[config.mk]
export PLATFORM = sky130hd
export DESIGN_NAME = spi_fifo_irq_ctrl
export DESIGN_NICKNAME = d
export VERILOG_FILES = /design/src/rtl/spi_fifo_irq_pkg.sv /design/src/rtl/spi_byte_fifo.sv /design/src/rtl/spi_fifo_datapath.sv /design/src/rtl/spi_irq_regs.sv /design/src/rtl/spi_fifo_irq_ctrl.sv
export SDC_FILE = /design/constraint.sdc
export NUM_CORES = 1
export LEC_CHECK = 0
export BUFFER_PORTS_ARGS = -buffer_cell sky130_fd_sc_hd__clkbuf_2
export CELL_PAD_IN_SITES_DETAIL_PLACEMENT = 1
export CELL_PAD_IN_SITES_GLOBAL_PLACEMENT = 1
export CORE_ASPECT_RATIO = 2
export CORE_MARGIN = 5
export CORE_UTILIZATION = 55
export DETAILED_ROUTE_END_ITERATION = 10
export PLACE_DENSITY = 0.85
export SLEW_MARGIN = 20
export SYNTH_ARGS = -nofsm -noshare
export SYNTH_HDL_FRONTEND = slang
export SYNTH_SLANG_ARGS = --single-unit
[constraint.sdc]
create_clock -name clk -period 4.5 [get_ports clk]
set_clock_uncertainty 0.1 [all_clocks]
set_input_delay 1.125 -clock clk [delete_from_list [all_inputs] [get_ports clk]]
set_output_delay 1.125 -clock clk [all_outputs]
set_load 0.01 [all_outputs]
[src/rtl/spi_fifo_irq_pkg.sv]
package spi_fifo_irq_pkg;

  localparam int REG_W   = 32;
  localparam int FIELD_W = 8;

  localparam logic [1:0] SEL_IE    = 2'd0;
  localparam logic [1:0] SEL_IS    = 2'd1;
  localparam logic [1:0] SEL_FCTL  = 2'd2;
  localparam logic [1:0] SEL_FSTAT = 2'd3;

  localparam int BIT_RX_REQ   = 0;
  localparam int BIT_RX_EMPTY = 1;
  localparam int BIT_RX_FULL  = 2;
  localparam int BIT_TX_REQ   = 4;
  localparam int BIT_TX_EMPTY = 5;
  localparam int BIT_TX_FULL  = 6;
  localparam int BIT_RX_OVF   = 8;
  localparam int BIT_RX_UDR   = 9;
  localparam int BIT_TX_OVF   = 10;
  localparam int BIT_TX_UDR   = 11;
  localparam int BIT_DONE     = 12;
  localparam int BIT_CS_REL   = 13;

  localparam int FCTL_TX_FLUSH = 31;
  localparam int FCTL_RX_FLUSH = 15;
  localparam int FCTL_TX_TRIG  = 16;
  localparam int FCTL_RX_TRIG  = 0;
  localparam int FSTAT_TX_CNT  = 16;
  localparam int FSTAT_RX_CNT  = 0;

  localparam logic [REG_W-1:0] LEVEL_MASK =
    (REG_W'(1) << BIT_RX_REQ) | (REG_W'(1) << BIT_RX_EMPTY) | (REG_W'(1) << BIT_RX_FULL) |
    (REG_W'(1) << BIT_TX_REQ) | (REG_W'(1) << BIT_TX_EMPTY) | (REG_W'(1) << BIT_TX_FULL);
  localparam logic [REG_W-1:0] EVENT_MASK =
    (REG_W'(1) << BIT_RX_OVF) | (REG_W'(1) << BIT_RX_UDR) | (REG_W'(1) << BIT_TX_OVF) |
    (REG_W'(1) << BIT_TX_UDR) | (REG_W'(1) << BIT_DONE)   | (REG_W'(1) << BIT_CS_REL);
  localparam logic [REG_W-1:0] IRQ_MASK = LEVEL_MASK | EVENT_MASK;

  // Strobes from control to datapath
  typedef struct packed {
    logic txFlush;
    logic rxFlush;
  } fifoCtrlT;

  // Single-cycle error events from datapath to control
  typedef struct packed {
    logic txOvf;
    logic txUdr;
    logic rxOvf;
    logic rxUdr;
  } fifoEvtT;

endpackage

[src/rtl/spi_byte_fifo.sv]
module spi_byte_fifo #(
  parameter int DEPTH = 64,
  parameter int WIDTH = 8,
  localparam int PTR_W = $clog2(DEPTH),
  localparam int CNT_W = $clog2(DEPTH + 1)
) (
  input  logic             clk,
  input  logic             rstN,
  input  logic             flush,
  input  logic             push,
  input  logic [WIDTH-1:0] pushData,
  input  logic             pop,
  output logic [WIDTH-1:0] popData,
  output logic [CNT_W-1:0] count,
  output logic             overflow,
  output logic             underrun
);

  localparam logic [CNT_W-1:0] FULL_CNT = CNT_W'(DEPTH);
  localparam logic [PTR_W-1:0] LAST_PTR = PTR_W'(DEPTH - 1);

  logic [WIDTH-1:0] mem [DEPTH];
  logic [PTR_W-1:0] wrPtr, rdPtr;
  logic             isEmpty, popOk, pushOk;

  assign isEmpty  = (count == '0);
  assign popOk    = pop && !isEmpty;
  assign pushOk   = push && ((count != FULL_CNT) || popOk);
  assign overflow = push && !pushOk;
  assign underrun = pop && isEmpty;
  assign popData  = isEmpty ? '0 : mem[rdPtr];

  always_ff @(posedge clk) begin
    if (pushOk && !flush) mem[wrPtr] <= pushData;
  end

  always_ff @(posedge clk or negedge rstN) begin
    if (!rstN) begin
      wrPtr <= '0;
      rdPtr <= '0;
      count <= '0;
    end else if (flush) begin
      wrPtr <= '0;
      rdPtr <= '0;
      count <= '0;
    end else begin
      if (pushOk) wrPtr <= (wrPtr == LAST_PTR) ? '0 : wrPtr + 1'b1;
      if (popOk)  rdPtr <= (rdPtr == LAST_PTR) ? '0 : rdPtr + 1'b1;
      case ({pushOk, popOk})
        2'b10:   count <= count + 1'b1;
        2'b01:   count <= count - 1'b1;
        default: count <= count;
      endcase
    end
  end

endmodule

[src/rtl/spi_fifo_datapath.sv]
module spi_fifo_datapath
  import spi_fifo_irq_pkg::*;
#(
  parameter int DEPTH = 64,
  parameter int WIDTH = 8,
  localparam int CNT_W = $clog2(DEPTH + 1)
) (
  input  logic             clk,
  input  logic             rstN,
  input  fifoCtrlT         ctrl,
  input  logic             txPush,
  input  logic [WIDTH-1:0] txPushData,
  input  logic             txPop,
  output logic [WIDTH-1:0] txPopData,
  input  logic             rxPush,
  input  logic [WIDTH-1:0] rxPushData,
  input  logic             rxPop,
  output logic [WIDTH-1:0] rxPopData,
  output logic [CNT_W-1:0] txCount,
  output logic [CNT_W-1:0] rxCount,
  output fifoEvtT          evt
);

  spi_byte_fifo #(.DEPTH(DEPTH), .WIDTH(WIDTH)) u_txFifo (
    .clk      (clk),
    .rstN     (rstN),
    .flush    (ctrl.txFlush),
    .push     (txPush),
    .pushData (txPushData),
    .pop      (txPop),
    .popData  (txPopData),
    .count    (txCount),
    .overflow (evt.txOvf),
    .underrun (evt.txUdr)
  );

  spi_byte_fifo #(.DEPTH(DEPTH), .WIDTH(WIDTH)) u_rxFifo (
    .clk      (clk),
    .rstN     (rstN),
    .flush    (ctrl.rxFlush),
    .push     (rxPush),
    .pushData (rxPushData),
    .pop      (rxPop),
    .popData  (rxPopData),
    .count    (rxCount),
    .overflow (evt.rxOvf),
    .underrun (evt.rxUdr)
  );

endmodule

[src/rtl/spi_irq_regs.sv]
module spi_irq_regs
  import spi_fifo_irq_pkg::*;
#(
  parameter int DEPTH = 64,
  localparam int CNT_W = $clog2(DEPTH + 1)
) (
  input  logic             clk,
  input  logic             rstN,
  input  logic             regWr,
  input  logic [1:0]       regAddr,
  input  logic [REG_W-1:0] regWrData,
  output logic [REG_W-1:0] regRdData,
  input  logic [CNT_W-1:0] txCount,
  input  logic [CNT_W-1:0] rxCount,
  input  fifoEvtT          evt,
  input  logic             xferDone,
  input  logic             csRelease,
  output fifoCtrlT         ctrl,
  output logic [REG_W-1:0] status,
  output logic [REG_W-1:0] enable,
  output logic             irq
);

  localparam logic [FIELD_W-1:0] FULL_LVL = FIELD_W'(DEPTH);

  logic [FIELD_W-1:0] txTrig, rxTrig, txCnt, rxCnt;
  logic [REG_W-1:0]   levelSet, eventSet, clrVec, statusNext;
  logic               wrIe, wrIs, wrFctl;
  logic               txFlushPend, rxFlushPend;

  assign txCnt  = FIELD_W'(txCount);
  assign rxCnt  = FIELD_W'(rxCount);
  assign wrIe   = regWr && (regAddr == SEL_IE);
  assign wrIs   = regWr && (regAddr == SEL_IS);
  assign wrFctl = regWr && (regAddr == SEL_FCTL);

  always_comb begin
    levelSet = '0;
    levelSet[BIT_RX_REQ]   = (rxCnt >= rxTrig);
    levelSet[BIT_RX_EMPTY] = (rxCnt == '0);
    levelSet[BIT_RX_FULL]  = (rxCnt == FULL_LVL);
    levelSet[BIT_TX_REQ]   = (txCnt <= txTrig);
    levelSet[BIT_TX_EMPTY] = (txCnt == '0);
    levelSet[BIT_TX_FULL]  = (txCnt == FULL_LVL);
  end

  always_comb begin
    eventSet = '0;
    eventSet[BIT_RX_OVF] = evt.rxOvf;
    eventSet[BIT_RX_UDR] = evt.rxUdr;
    eventSet[BIT_TX_OVF] = evt.txOvf;
    eventSet[BIT_TX_UDR] = evt.txUdr;
    eventSet[BIT_DONE]   = xferDone;
    eventSet[BIT_CS_REL] = csRelease;
  end

  // Clear beats a level condition; an event beats a clear
  assign clrVec     = wrIs ? (regWrData & IRQ_MASK) : '0;
  assign statusNext = (((status | levelSet) & ~clrVec) | eventSet) & IRQ_MASK;

  always_ff @(posedge clk or negedge rstN) begin
    if (!rstN) begin
      status      <= '0;
      enable      <= '0;
      txTrig      <= '0;
      rxTrig      <= '0;
      txFlushPend <= 1'b0;
      rxFlushPend <= 1'b0;
    end else begin
      status      <= statusNext;
      txFlushPend <= wrFctl && regWrData[FCTL_TX_FLUSH];
      rxFlushPend <= wrFctl && regWrData[FCTL_RX_FLUSH];
      if (wrIe) enable <= regWrData & IRQ_MASK;
      if (wrFctl) begin
        txTrig <= regWrData[FCTL_TX_TRIG +: FIELD_W];
        rxTrig <= regWrData[FCTL_RX_TRIG +: FIELD_W];
      end
    end
  end

  assign ctrl.txFlush = txFlushPend;
  assign ctrl.rxFlush = rxFlushPend;
  assign irq          = |(status & enable);

  always_comb begin
    regRdData = '0;
    case (regAddr)
      SEL_IE: regRdData = enable;
      SEL_IS: regRdData = status;
      SEL_FCTL: begin
        regRdData[FCTL_TX_FLUSH]              = txFlushPend;
        regRdData[FCTL_RX_FLUSH]              = rxFlushPend;
        regRdData[FCTL_TX_TRIG +: FIELD_W]    = txTrig;
        regRdData[FCTL_RX_TRIG +: FIELD_W]    = rxTrig;
      end
      default: begin
        regRdData[FSTAT_TX_CNT +: FIELD_W] = txCnt;
        regRdData[FSTAT_RX_CNT +: FIELD_W] = rxCnt;
      end
    endcase
  end

endmodule

[src/rtl/spi_fifo_irq_ctrl.sv]
module spi_fifo_irq_ctrl
  import spi_fifo_irq_pkg::*;
#(
  parameter int DEPTH = 64,
  parameter int WIDTH = 8
) (
  input  logic             clk,
  input  logic             rstN,
  input  logic             regWr,
  input  logic [1:0]       regAddr,
  input  logic [31:0]      regWrData,
  output logic [31:0]      regRdData,
  input  logic             txPush,
  input  logic [WIDTH-1:0] txPushData,
  input  logic             txPop,
  output logic [WIDTH-1:0] txPopData,
  input  logic             rxPush,
  input  logic [WIDTH-1:0] rxPushData,
  input  logic             rxPop,
  output logic [WIDTH-1:0] rxPopData,
  input  logic             xferDone,
  input  logic             csRelease,
  output logic             irq
);

  localparam int CNT_W = $clog2(DEPTH + 1);

  fifoCtrlT         ctrl;
  fifoEvtT          evt;
  logic [CNT_W-1:0] txCount, rxCount;
  logic [REG_W-1:0] status, enable;

  spi_fifo_datapath #(.DEPTH(DEPTH), .WIDTH(WIDTH)) u_datapath (
    .clk        (clk),
    .rstN       (rstN),
    .ctrl       (ctrl),
    .txPush     (txPush),
    .txPushData (txPushData),
    .txPop      (txPop),
    .txPopData  (txPopData),
    .rxPush     (rxPush),
    .rxPushData (rxPushData),
    .rxPop      (rxPop),
    .rxPopData  (rxPopData),
    .txCount    (txCount),
    .rxCount    (rxCount),
    .evt        (evt)
  );

  spi_irq_regs #(.DEPTH(DEPTH)) u_regs (
    .clk       (clk),
    .rstN      (rstN),
    .regWr     (regWr),
    .regAddr   (regAddr),
    .regWrData (regWrData),
    .regRdData (regRdData),
    .txCount   (txCount),
    .rxCount   (rxCount),
    .evt       (evt),
    .xferDone  (xferDone),
    .csRelease (csRelease),
    .ctrl      (ctrl),
    .status    (status),
    .enable    (enable),
    .irq       (irq)
  );

endmodule

==> results of run 1 <==
[path summary, 6_finish.rpt]
kind                                                           from                                        to  slack, ps  cells past startpoint
hold / removal                                                 rstN  u_datapath.u_rxFifo.count[3]$_DFFE_PN0P_        380                      1
min in group clk                       u_regs.txTrig[3]$_DFFE_PN0P_              u_regs.txTrig[3]$_DFFE_PN0P_        440                      1
hold reg to reg                        u_regs.txTrig[3]$_DFFE_PN0P_              u_regs.txTrig[3]$_DFFE_PN0P_        440                      1
setup / recovery           u_datapath.u_txFifo.rdPtr[0]$_DFFE_PN0P_                              txPopData[7]         -4                      7
max in group asynchronous                                      rstN  u_datapath.u_txFifo.rdPtr[0]$_DFFE_PN0P_       3300                      1
setup reg to reg           u_datapath.u_txFifo.count[3]$_DFFE_PN0P_  u_datapath.u_txFifo.count[5]$_DFFE_PN0P_        850                     12
[registers in the layout (all words and copies together), names as in the netlist]
register / cells
u_datapath.u_rxFifo.wrPtr: 6
u_regs.rxFlushPend: 1
u_datapath.u_rxFifo.rdPtr: 6
u_datapath.u_txFifo.count: 7
u_datapath.u_txFifo.mem: 512
u_regs.txTrig: 8
u_regs.txFlushPend: 1
u_datapath.u_txFifo.rdPtr: 6
u_datapath.u_txFifo.wrPtr: 6
u_regs.status: 12
u_regs.rxTrig: 8
u_datapath.u_rxFifo.mem: 512
u_datapath.u_rxFifo.count: 7
u_regs.enable: 12
[placed cells by master, fill, tap and decap left out, types with 18 or more instances in the layout]
cell type / n
edfxtp_1: 1024
mux4_2: 241
nor2_1: 169
buf_4: 129
clkbuf_16: 95
nand2_1: 91
clkbuf_2: 80
dfrtp_1: 75
mux2i_1: 52
a22oi_1: 41
a21oi_1: 38
a22o_1: 37
mux2_2: 31
ha_1: 28
nand3_1: 21
clkinv_1: 21
inv_1: 19
a221oi_2: 19
nor2b_1: 18
[logic make-up after synthesis]
logic type                 after synthesis
and+or+nand+nor                        393
AOI/OAI and AO/OA                      270
buffers and inverters                  160
DFF                                   1104
xor gates and xnor gates                17
muxes                                  325
other                                    1
adders and majority gates               30
[final cells by class]
class	count	share of cell area [%]
Clock buffer	109	4.83
Clock inverter	59	1.20
Multi-Input combinational cell	1043	22.1
Antenna cell	2	0.00995
Inverter	19	0.142
Timing Repair Buffer	245	4.03
Sequential cell	1104	65.1
Tap cell	1043	2.59
[timing repair]
| item | in CTS | in global routing |
|---|---|---|
| buffers inserted | 16 | 7 |
| gates resized for setup | 59 | 21 |
| endpoints found under the setup margin | 16 | 16 |
| cloned | 2 | 0 |
| pin swaps | 7 | 2 |
[per-stage QoR]
| stage | hold WS, ps | setup slack [ps] | TNS, ps | utilization [%] | std cells |
|---|---|---|---|---|---|
| floorplan | 368 | 891 | 0 | - | 2307 |
| global placement | 394 | 458 | 0 | 58.1 | 3429 |
| detailed placement | 424 | 305 | 0 | 58.1 | 3429 |
| CTS | 439 | -3.28 | -3.28 | 62.6 | 3615 |
| global route | 440 | -19.0 | -35.7 | 62.9 | 3623 |
| finish | 380 | -3.80 | -3.80 | 62.9 | 3624 |
[per-layer routing]
| metal | share of wire (%) | routed length (um) | global-route usage [%] | vias up |
|---|---|---|---|---|
| met5 | 0.0055 | 7 | 0 | - |
| met4 | 8.3 | 10600 | 19.8 | 2 |
| met3 | 6.0 | 7690 | 4.22 | 458 |
| met2 | 55 | 71100 | 54.7 | 1436 |
| met1 | 30 | 38800 | 30.9 | 12800 |
| li1 | - | - | - | 9776 |
[power groups by stage]
| stage | registers, mW | clock network, mW | logic, mW |
|---|---|---|---|
| after detailed placement | 12.6 | 0 | 7.43 |
| after CTS | 12.2 | 8.35 | 8.28 |
| after floorplan | 12.1 | 0 | 4.91 |
| after global placement | 12.5 | 0 | 7.04 |
| after global routing | 12.3 | 8.90 | 8.85 |
| final | 12.3 | 8.30 | 8.57 |
==> flow_results.xml, run 1 <==
<?xml version="1.0" encoding="UTF-8"?>
<metrics>
  <group name="pwr">
    <metric name="sequentialPowerShare" unit="%">42.1</metric>
    <metric name="leakage" unit="nW">16.6</metric>
    <metric name="cell_internal_pwr" unit="mW">19.8</metric>
    <metric name="switching_share" unit="%">32.0</metric>
    <metric name="power_switching" unit="mW">9.32</metric>
    <metric name="fin_total_pwr" unit="mW">29.1</metric>
    <metric name="cellPowerDensity" unit="nW/um2">579</metric>
    <metric name="irDropWorstVdd" unit="mV">0.428</metric>
    <metric name="power.combinational.fraction" unit="%">29.4</metric>
    <metric name="power_frac_clock" unit="%">28.5</metric>
  </group>
  <group name="status">
    <metric name="violations" unit="">setup timing</metric>
    <metric name="result_of_the_run" unit="">finished with violations</metric>
  </group>
  <group name="place">
    <metric name="place.port_buffers" unit="">91</metric>
    <metric name="dp_area" unit="um2">46500</metric>
    <metric name="gpl.final_weighted_congestion" unit="">0.916</metric>
    <metric name="dpl.hpwl" unit="mm">78.9</metric>
  </group>
  <group name="global_routing">
    <metric name="groute.usage.overall" unit="%">29.7</metric>
    <metric name="grt_pass1_wl" unit="mm">186</metric>
    <metric name="grt_start_max_net_pins" unit="">81</metric>
    <metric name="grt_pass1_vias" unit="">26600</metric>
    <metric name="globalRoute.totalOverflow" unit="">0</metric>
    <metric name="initial_antenna_violation_count" unit="">2</metric>
  </group>
  <group name="worst_setup_path">
    <metric name="path_cells" unit="">buf_8 &gt; bufbuf_16 &gt; mux4_2 &gt; a22oi_1 &gt; nand2_1 &gt; a221o_1 &gt; clkbuf_2</metric>
    <metric name="cpMaxStageDelayCell" unit="">mux4_2</metric>
    <metric name="critical_path.n_buffers_inverters" unit="">3</metric>
    <metric name="endpoint_kind" unit="">output pin</metric>
    <metric name="critPathLaunchType" unit="">flip-flop</metric>
    <metric name="worstPathArrival" unit="ps">3280</metric>
    <metric name="worstPathMaxFanout" unit="">12</metric>
    <metric name="timing.critical_path.required" unit="ps">3270</metric>
    <metric name="critical-path-max-stage-delay" unit="ps">530</metric>
    <metric name="critical_path.top_delay_family" unit="">compound AO/OA/AOI/OAI gates</metric>
    <metric name="timing.setup.critical_path_class" unit="">reg -&gt; out</metric>
  </group>
  <group name="clock_tree">
    <metric name="clk_pin_slew_worst_paths" unit="ps">70</metric>
    <metric name="clock_insertion_delay_worst_skew" unit="ps">680</metric>
    <metric name="cts_tree" unit="">built</metric>
    <metric name="cts_buffers" unit="">92</metric>
    <metric name="maximum_level_of_the_cts_h_tree" unit="">3</metric>
    <metric name="cts_hold_repair.buffers" unit="">0</metric>
    <metric name="clock-root-buffer" unit="">clkbuf_16</metric>
    <metric name="clkSinkCount" unit="">1104</metric>
    <metric name="max-clock-path-buffers" unit="">3</metric>
  </group>
  <group name="sta">
    <metric name="timing.slew.headroom" unit="%">22.2</metric>
    <metric name="finalWorstSetupSlack" unit="ps">-3.80</metric>
    <metric name="max_freq" unit="GHz">0.222</metric>
    <metric name="setup_repair_after_global_routing_missed_its_margin" unit="">true</metric>
    <metric name="post-route-period-util" unit="%">100</metric>
    <metric name="min_cycle_time_layout" unit="ps">4500</metric>
    <metric name="timing_worst_slew_pin_value" unit="ps">1170</metric>
    <metric name="hold_viol" unit="">0</metric>
    <metric name="setup_viol" unit="">1</metric>
    <metric name="report.final.slew_viol_count" unit="">0</metric>
  </group>
  <group name="synth">
    <metric name="synth-simple-area-share" unit="%">4.10</metric>
    <metric name="netlist-cell-type-count" unit="">64</metric>
    <metric name="ys_top_cells_by_count" unit="">edfxtp_1, mux4_2, nor2_1, nand2_1, dfrtp_1</metric>
    <metric name="postSynthAreaPerCell" unit="um2">19.2</metric>
    <metric name="syn_area" unit="um2">44200</metric>
    <metric name="synth.top_cell.area_share" unit="%">69.5</metric>
    <metric name="yosys.area_share.adder" unit="%">0.882</metric>
    <metric name="synth_top_family_by_area" unit="">multiplexers</metric>
    <metric name="share_of_synthesized_area_occupied_by_flip_flops_and_latches" unit="%">74.0</metric>
    <metric name="yosys.area_share.xor_xnor" unit="%">0.336</metric>
    <metric name="yosys.cell_count.top_type" unit="">edfxtp_1</metric>
    <metric name="synth_ff_type" unit="">edfxtp_1</metric>
    <metric name="post_synthesis_cell_count" unit="">2300</metric>
    <metric name="synthMuxAreaShare" unit="%">14.3</metric>
    <metric name="synth_edf_count" unit="">1024</metric>
    <metric name="synth_top_cell_by_area" unit="">edfxtp_1</metric>
    <metric name="synthesis.yosys.warnings" unit="">0</metric>
    <metric name="synth.area.top_cells" unit="">edfxtp_1, mux4_2, dfrtp_1, nor2_1, mux2i_1</metric>
    <metric name="synth.ff_latch_count" unit="">1104</metric>
    <metric name="asyncSetResetFlopFracSynth" unit="%">7.25</metric>
    <metric name="synth_compound_area_share" unit="%">4.59</metric>
  </group>
  <group name="hold_path">
    <metric name="hold_path_class" unit="">in -&gt; async</metric>
  </group>
  <group name="flow_run">
    <metric name="cap_violations" unit="">0</metric>
  </group>
  <group name="routing">
    <metric name="drt-vias-per-instance" unit="">6.74</metric>
    <metric name="final_wirelength" unit="mm">128</metric>
    <metric name="drc_violation_total_after_the_first_tritonroute_iteration" unit="">2697</metric>
    <metric name="ant_nets" unit="">0</metric>
    <metric name="drtPass1Iterations" unit="">5</metric>
    <metric name="post-route-drc-count" unit="">0</metric>
    <metric name="via_count_of_the_routed_design" unit="">24400</metric>
    <metric name="routedWlPerCell" unit="um">35.4</metric>
  </group>
  <group name="layout">
    <metric name="multi_input_gate_area_in_the_final_layout" unit="um2">11100</metric>
    <metric name="final_cell_area" unit="um2">50300</metric>
    <metric name="layout.nets" unit="">2594</metric>
    <metric name="fillCellCount" unit="">6627</metric>
    <metric name="ratio_of_cells_with_drive_above_1_in_the_final_layout" unit="%">28.4</metric>
    <metric name="flow.area_growth_from_synthesis" unit="%">13.7</metric>
    <metric name="ff_latch_area" unit="um2">32800</metric>
  </group>
  <group name="die">
    <metric name="core_region_area" unit="um2">80000</metric>
    <metric name="die_y" unit="um">411</metric>
    <metric name="fp.dieW" unit="um">211</metric>
    <metric name="effective_utilization_at_floorplan" unit="%">55.3</metric>
    <metric name="std_cell_rows" unit="">147</metric>
    <metric name="die_area" unit="um2">86600</metric>
    <metric name="boundaryPins" unit="">108</metric>
  </group>
</metrics>
No activity file was read; power rests on OpenSTA's default activity.
==> run 2, diff against run 1 <==
- PLACE_DENSITY: 0.85 -> unset
- PLACE_DENSITY_LB_ADDON: unset -> 0.1
==> flow_results.xml, run 2 (synthesis gave the netlist of run 1 again) <==
<?xml version="1.0" encoding="UTF-8"?>
<metrics>
  <group name="layout">
    <metric name="largestRegisters" unit="">u_datapath.u_rxFifo.mem: 512 flops, u_datapath.u_txFifo.mem: 512 flops</metric>
    <metric name="final_cell_area" unit="um2">50600</metric>
    <metric name="ratio_of_cells_with_drive_above_1_in_the_final_layout" unit="%">29.0</metric>
    <metric name="mostFrequentLayoutCell" unit="">edfxtp_1</metric>
    <metric name="multi_input_gate_area_in_the_final_layout" unit="um2">10900</metric>
    <metric name="ff_latch_area" unit="um2">32800</metric>
    <metric name="flow.area_growth_from_synthesis" unit="%">14.3</metric>
    <metric name="most-common-layout-cells" unit="">edfxtp_1, mux4_2, buf_4, nor2_1, clkbuf_16</metric>
    <metric name="layout.nets" unit="">2645</metric>
    <metric name="fillCellCount" unit="">6710</metric>
  </group>
  <group name="global_routing">
    <metric name="global_route.usage.met1" unit="%">27.1</metric>
    <metric name="initial_antenna_violation_count" unit="">2</metric>
    <metric name="grt_pass1_vias" unit="">26100</metric>
    <metric name="grt_pass1_wl" unit="mm">171</metric>
    <metric name="global_route.peak_usage_layer" unit="">met2</metric>
    <metric name="grt_util_met3" unit="%">3.21</metric>
    <metric name="grt_start_max_net_pins" unit="">65</metric>
    <metric name="grt_use_met2" unit="%">51.6</metric>
    <metric name="groute.usage.overall" unit="%">27.0</metric>
    <metric name="globalRoute.totalOverflow" unit="">0</metric>
  </group>
  <group name="sta">
    <metric name="report.final.slew_viol_count" unit="">0</metric>
    <metric name="timing_worst_slew_pin_value" unit="ps">1130</metric>
    <metric name="hold_slack" unit="ps">428</metric>
    <metric name="max_freq" unit="GHz">0.224</metric>
    <metric name="hold_viol" unit="">0</metric>
    <metric name="setup_repair_after_global_routing_missed_its_margin" unit="">true</metric>
    <metric name="setup_viol" unit="">0</metric>
    <metric name="min_cycle_time_layout" unit="ps">4460</metric>
    <metric name="timing.slew.headroom" unit="%">24.5</metric>
    <metric name="post-route-period-util" unit="%">99.2</metric>
  </group>
  <group name="pwr">
    <metric name="irDropWorstVdd" unit="mV">0.469</metric>
    <metric name="leakage" unit="nW">16.9</metric>
    <metric name="fin_total_pwr" unit="mW">28.8</metric>
    <metric name="cellPowerDensity" unit="nW/um2">570</metric>
  </group>
  <group name="worst_setup_path">
    <metric name="timing.setup.critical_path_class" unit="">reg -&gt; out</metric>
    <metric name="r2r_setup_slack" unit="ps">910</metric>
    <metric name="ff2ff_path_depth" unit="">11</metric>
    <metric name="endpoint_kind" unit="">output pin</metric>
    <metric name="rr_startpoint" unit="">u_datapath.u_rxFifo.count[5]$_DFFE_PN0P_</metric>
    <metric name="worstPathMaxFanout" unit="">10</metric>
    <metric name="timing.rr.end" unit="">u_datapath.u_rxFifo.count[6]$_DFFE_PN0P_</metric>
    <metric name="timing.critical_path.required" unit="ps">3270</metric>
    <metric name="worstPathArrival" unit="ps">3240</metric>
    <metric name="critPathLaunchType" unit="">flip-flop</metric>
  </group>
  <group name="clock_tree">
    <metric name="clk_pin_slew_worst_paths" unit="ps">70</metric>
    <metric name="max-clock-path-buffers" unit="">3</metric>
    <metric name="clock-root-buffer" unit="">clkbuf_16</metric>
    <metric name="cts_buffers" unit="">92</metric>
    <metric name="maximum_level_of_the_cts_h_tree" unit="">3</metric>
    <metric name="clkSinkCount" unit="">1104</metric>
    <metric name="cts_hold_repair.buffers" unit="">0</metric>
    <metric name="clock_insertion_delay_worst_skew" unit="ps">700</metric>
    <metric name="cts_tree" unit="">built</metric>
  </group>
  <group name="hold_path">
    <metric name="hold_path_class" unit="">in -&gt; async</metric>
  </group>
  <group name="routing">
    <metric name="drtPass1Iterations" unit="">5</metric>
    <metric name="drc_violation_total_after_the_first_tritonroute_iteration" unit="">1720</metric>
    <metric name="drt-vias-per-instance" unit="">6.31</metric>
    <metric name="via_count_of_the_routed_design" unit="">23200</metric>
    <metric name="post-route-drc-count" unit="">0</metric>
    <metric name="final_wirelength" unit="mm">116</metric>
    <metric name="ant_nets" unit="">0</metric>
    <metric name="routedWlPerCell" unit="um">31.6</metric>
  </group>
  <group name="flow_run">
    <metric name="cap_violations" unit="">0</metric>
  </group>
  <group name="die">
    <metric name="die_area" unit="um2">86600</metric>
    <metric name="std_cell_rows" unit="">147</metric>
    <metric name="core_region_area" unit="um2">80000</metric>
    <metric name="fp.dieW" unit="um">211</metric>
    <metric name="boundaryPins" unit="">108</metric>
    <metric name="die_y" unit="um">411</metric>
    <metric name="effective_utilization_at_floorplan" unit="%">55.3</metric>
  </group>
  <group name="status">
    <metric name="result_of_the_run" unit="">finished, final reports clean</metric>
  </group>
  <group name="place">
    <metric name="dpl.hpwl" unit="mm">76.3</metric>
    <metric name="gpl.final_weighted_congestion" unit="">0.851</metric>
    <metric name="dp_area" unit="um2">46700</metric>
    <metric name="place.port_buffers" unit="">91</metric>
  </group>
</metrics>
[run 2: cell types whose count changed in the layout (fill, tap and decap cells not counted), moves of 3 or more]
| cell | before | now |
|---|---|---|
| clkinv_4 | 1 | 4 |
| a221oi_2 | 19 | 14 |
| buf_6 | 6 | 3 |
| a22oi_1 | 41 | 45 |
| a221oi_1 | 12 | 22 |
| buf_8 | 4 | 0 |
| a22oi_2 | 9 | 5 |
| clkinv_8 | 0 | 5 |
| clkbuf_1 | 14 | 10 |
| clkbuf_2 | 80 | 86 |
| o22ai_2 | 9 | 3 |
| o22ai_1 | 11 | 17 |
| a221oi_4 | 6 | 1 |
| buf_4 | 129 | 177 |
[run 2: area by class of cell]
type / count / share of cell area, %
diodes: 1 / 0.00495
clock buffers: 105 / 4.73
clock inverters: 64 / 1.41
inverters: 19 / 0.141
multi-input cells: 1043 / 21.6
flip-flops and latches: 1104 / 64.8
well taps: 1043 / 2.58
repair buffers: 296 / 4.78
[run 2: where the power goes]
part | internal [mW] | switching [mW]
Sequential | 11.7 | 0.527
Combinational | 3.64 | 4.71
Clock | 4.55 | 3.73
[run 2: per-layer routing]
metal | vias to the layer above | routed length [um]
met5 | - | 7
met4 | 2 | 7730
met3 | 279 | 4290
met2 | 724 | 67600
met1 | 12300 | 36500
li1 | 9883 | -
[run 2: worst max path at each step]
stage,start,end,depth (start not counted)
2_1_floorplan,regAddr[0],regRdData[0],3
3_3_place_gp,u_datapath.u_txFifo.rdPtr[0]$_DFFE_PN0P_,txPopData[6],7
3_5_place_dp,u_datapath.u_txFifo.rdPtr[0]$_DFFE_PN0P_,txPopData[6],7
4_1_cts,u_datapath.u_rxFifo.rdPtr[0]$_DFFE_PN0P_,rxPopData[0],7
5_1_grt,u_datapath.u_rxFifo.rdPtr[0]$_DFFE_PN0P_,rxPopData[2],7
6_report,u_datapath.u_rxFifo.rdPtr[0]$_DFFE_PN0P_,rxPopData[3],7
[run 2: repair_timing]
item,4_1_cts,5_1_grt
gates cloned,4,2
setup buffers,16,9
endpoints found under the hold margin,0,0
endpoints found under the setup margin,16,14
resized for setup,19,21
pin swaps,2,2
[run 2: critical path: stages (launching register included)]
cell and delay, ps:
dfrtp_4 540, buf_12 190, mux4_2 510, a22o_1 310, a221oi_1 420, o22ai_1 170, a31o_1 250, clkbuf_2 140
[run 2: per-stage QoR]
stage	instances	setup TNS (ps)	util (%)	setup WS, ps
global route	3675	-60.0	63.2	-47.3
global placement	3474	0	58.4	289
floorplan	2307	0	-	891
detailed placement	3474	0	58.4	263
finish	3675	0	63.2	37.5
CTS	3663	0	62.9	1.83
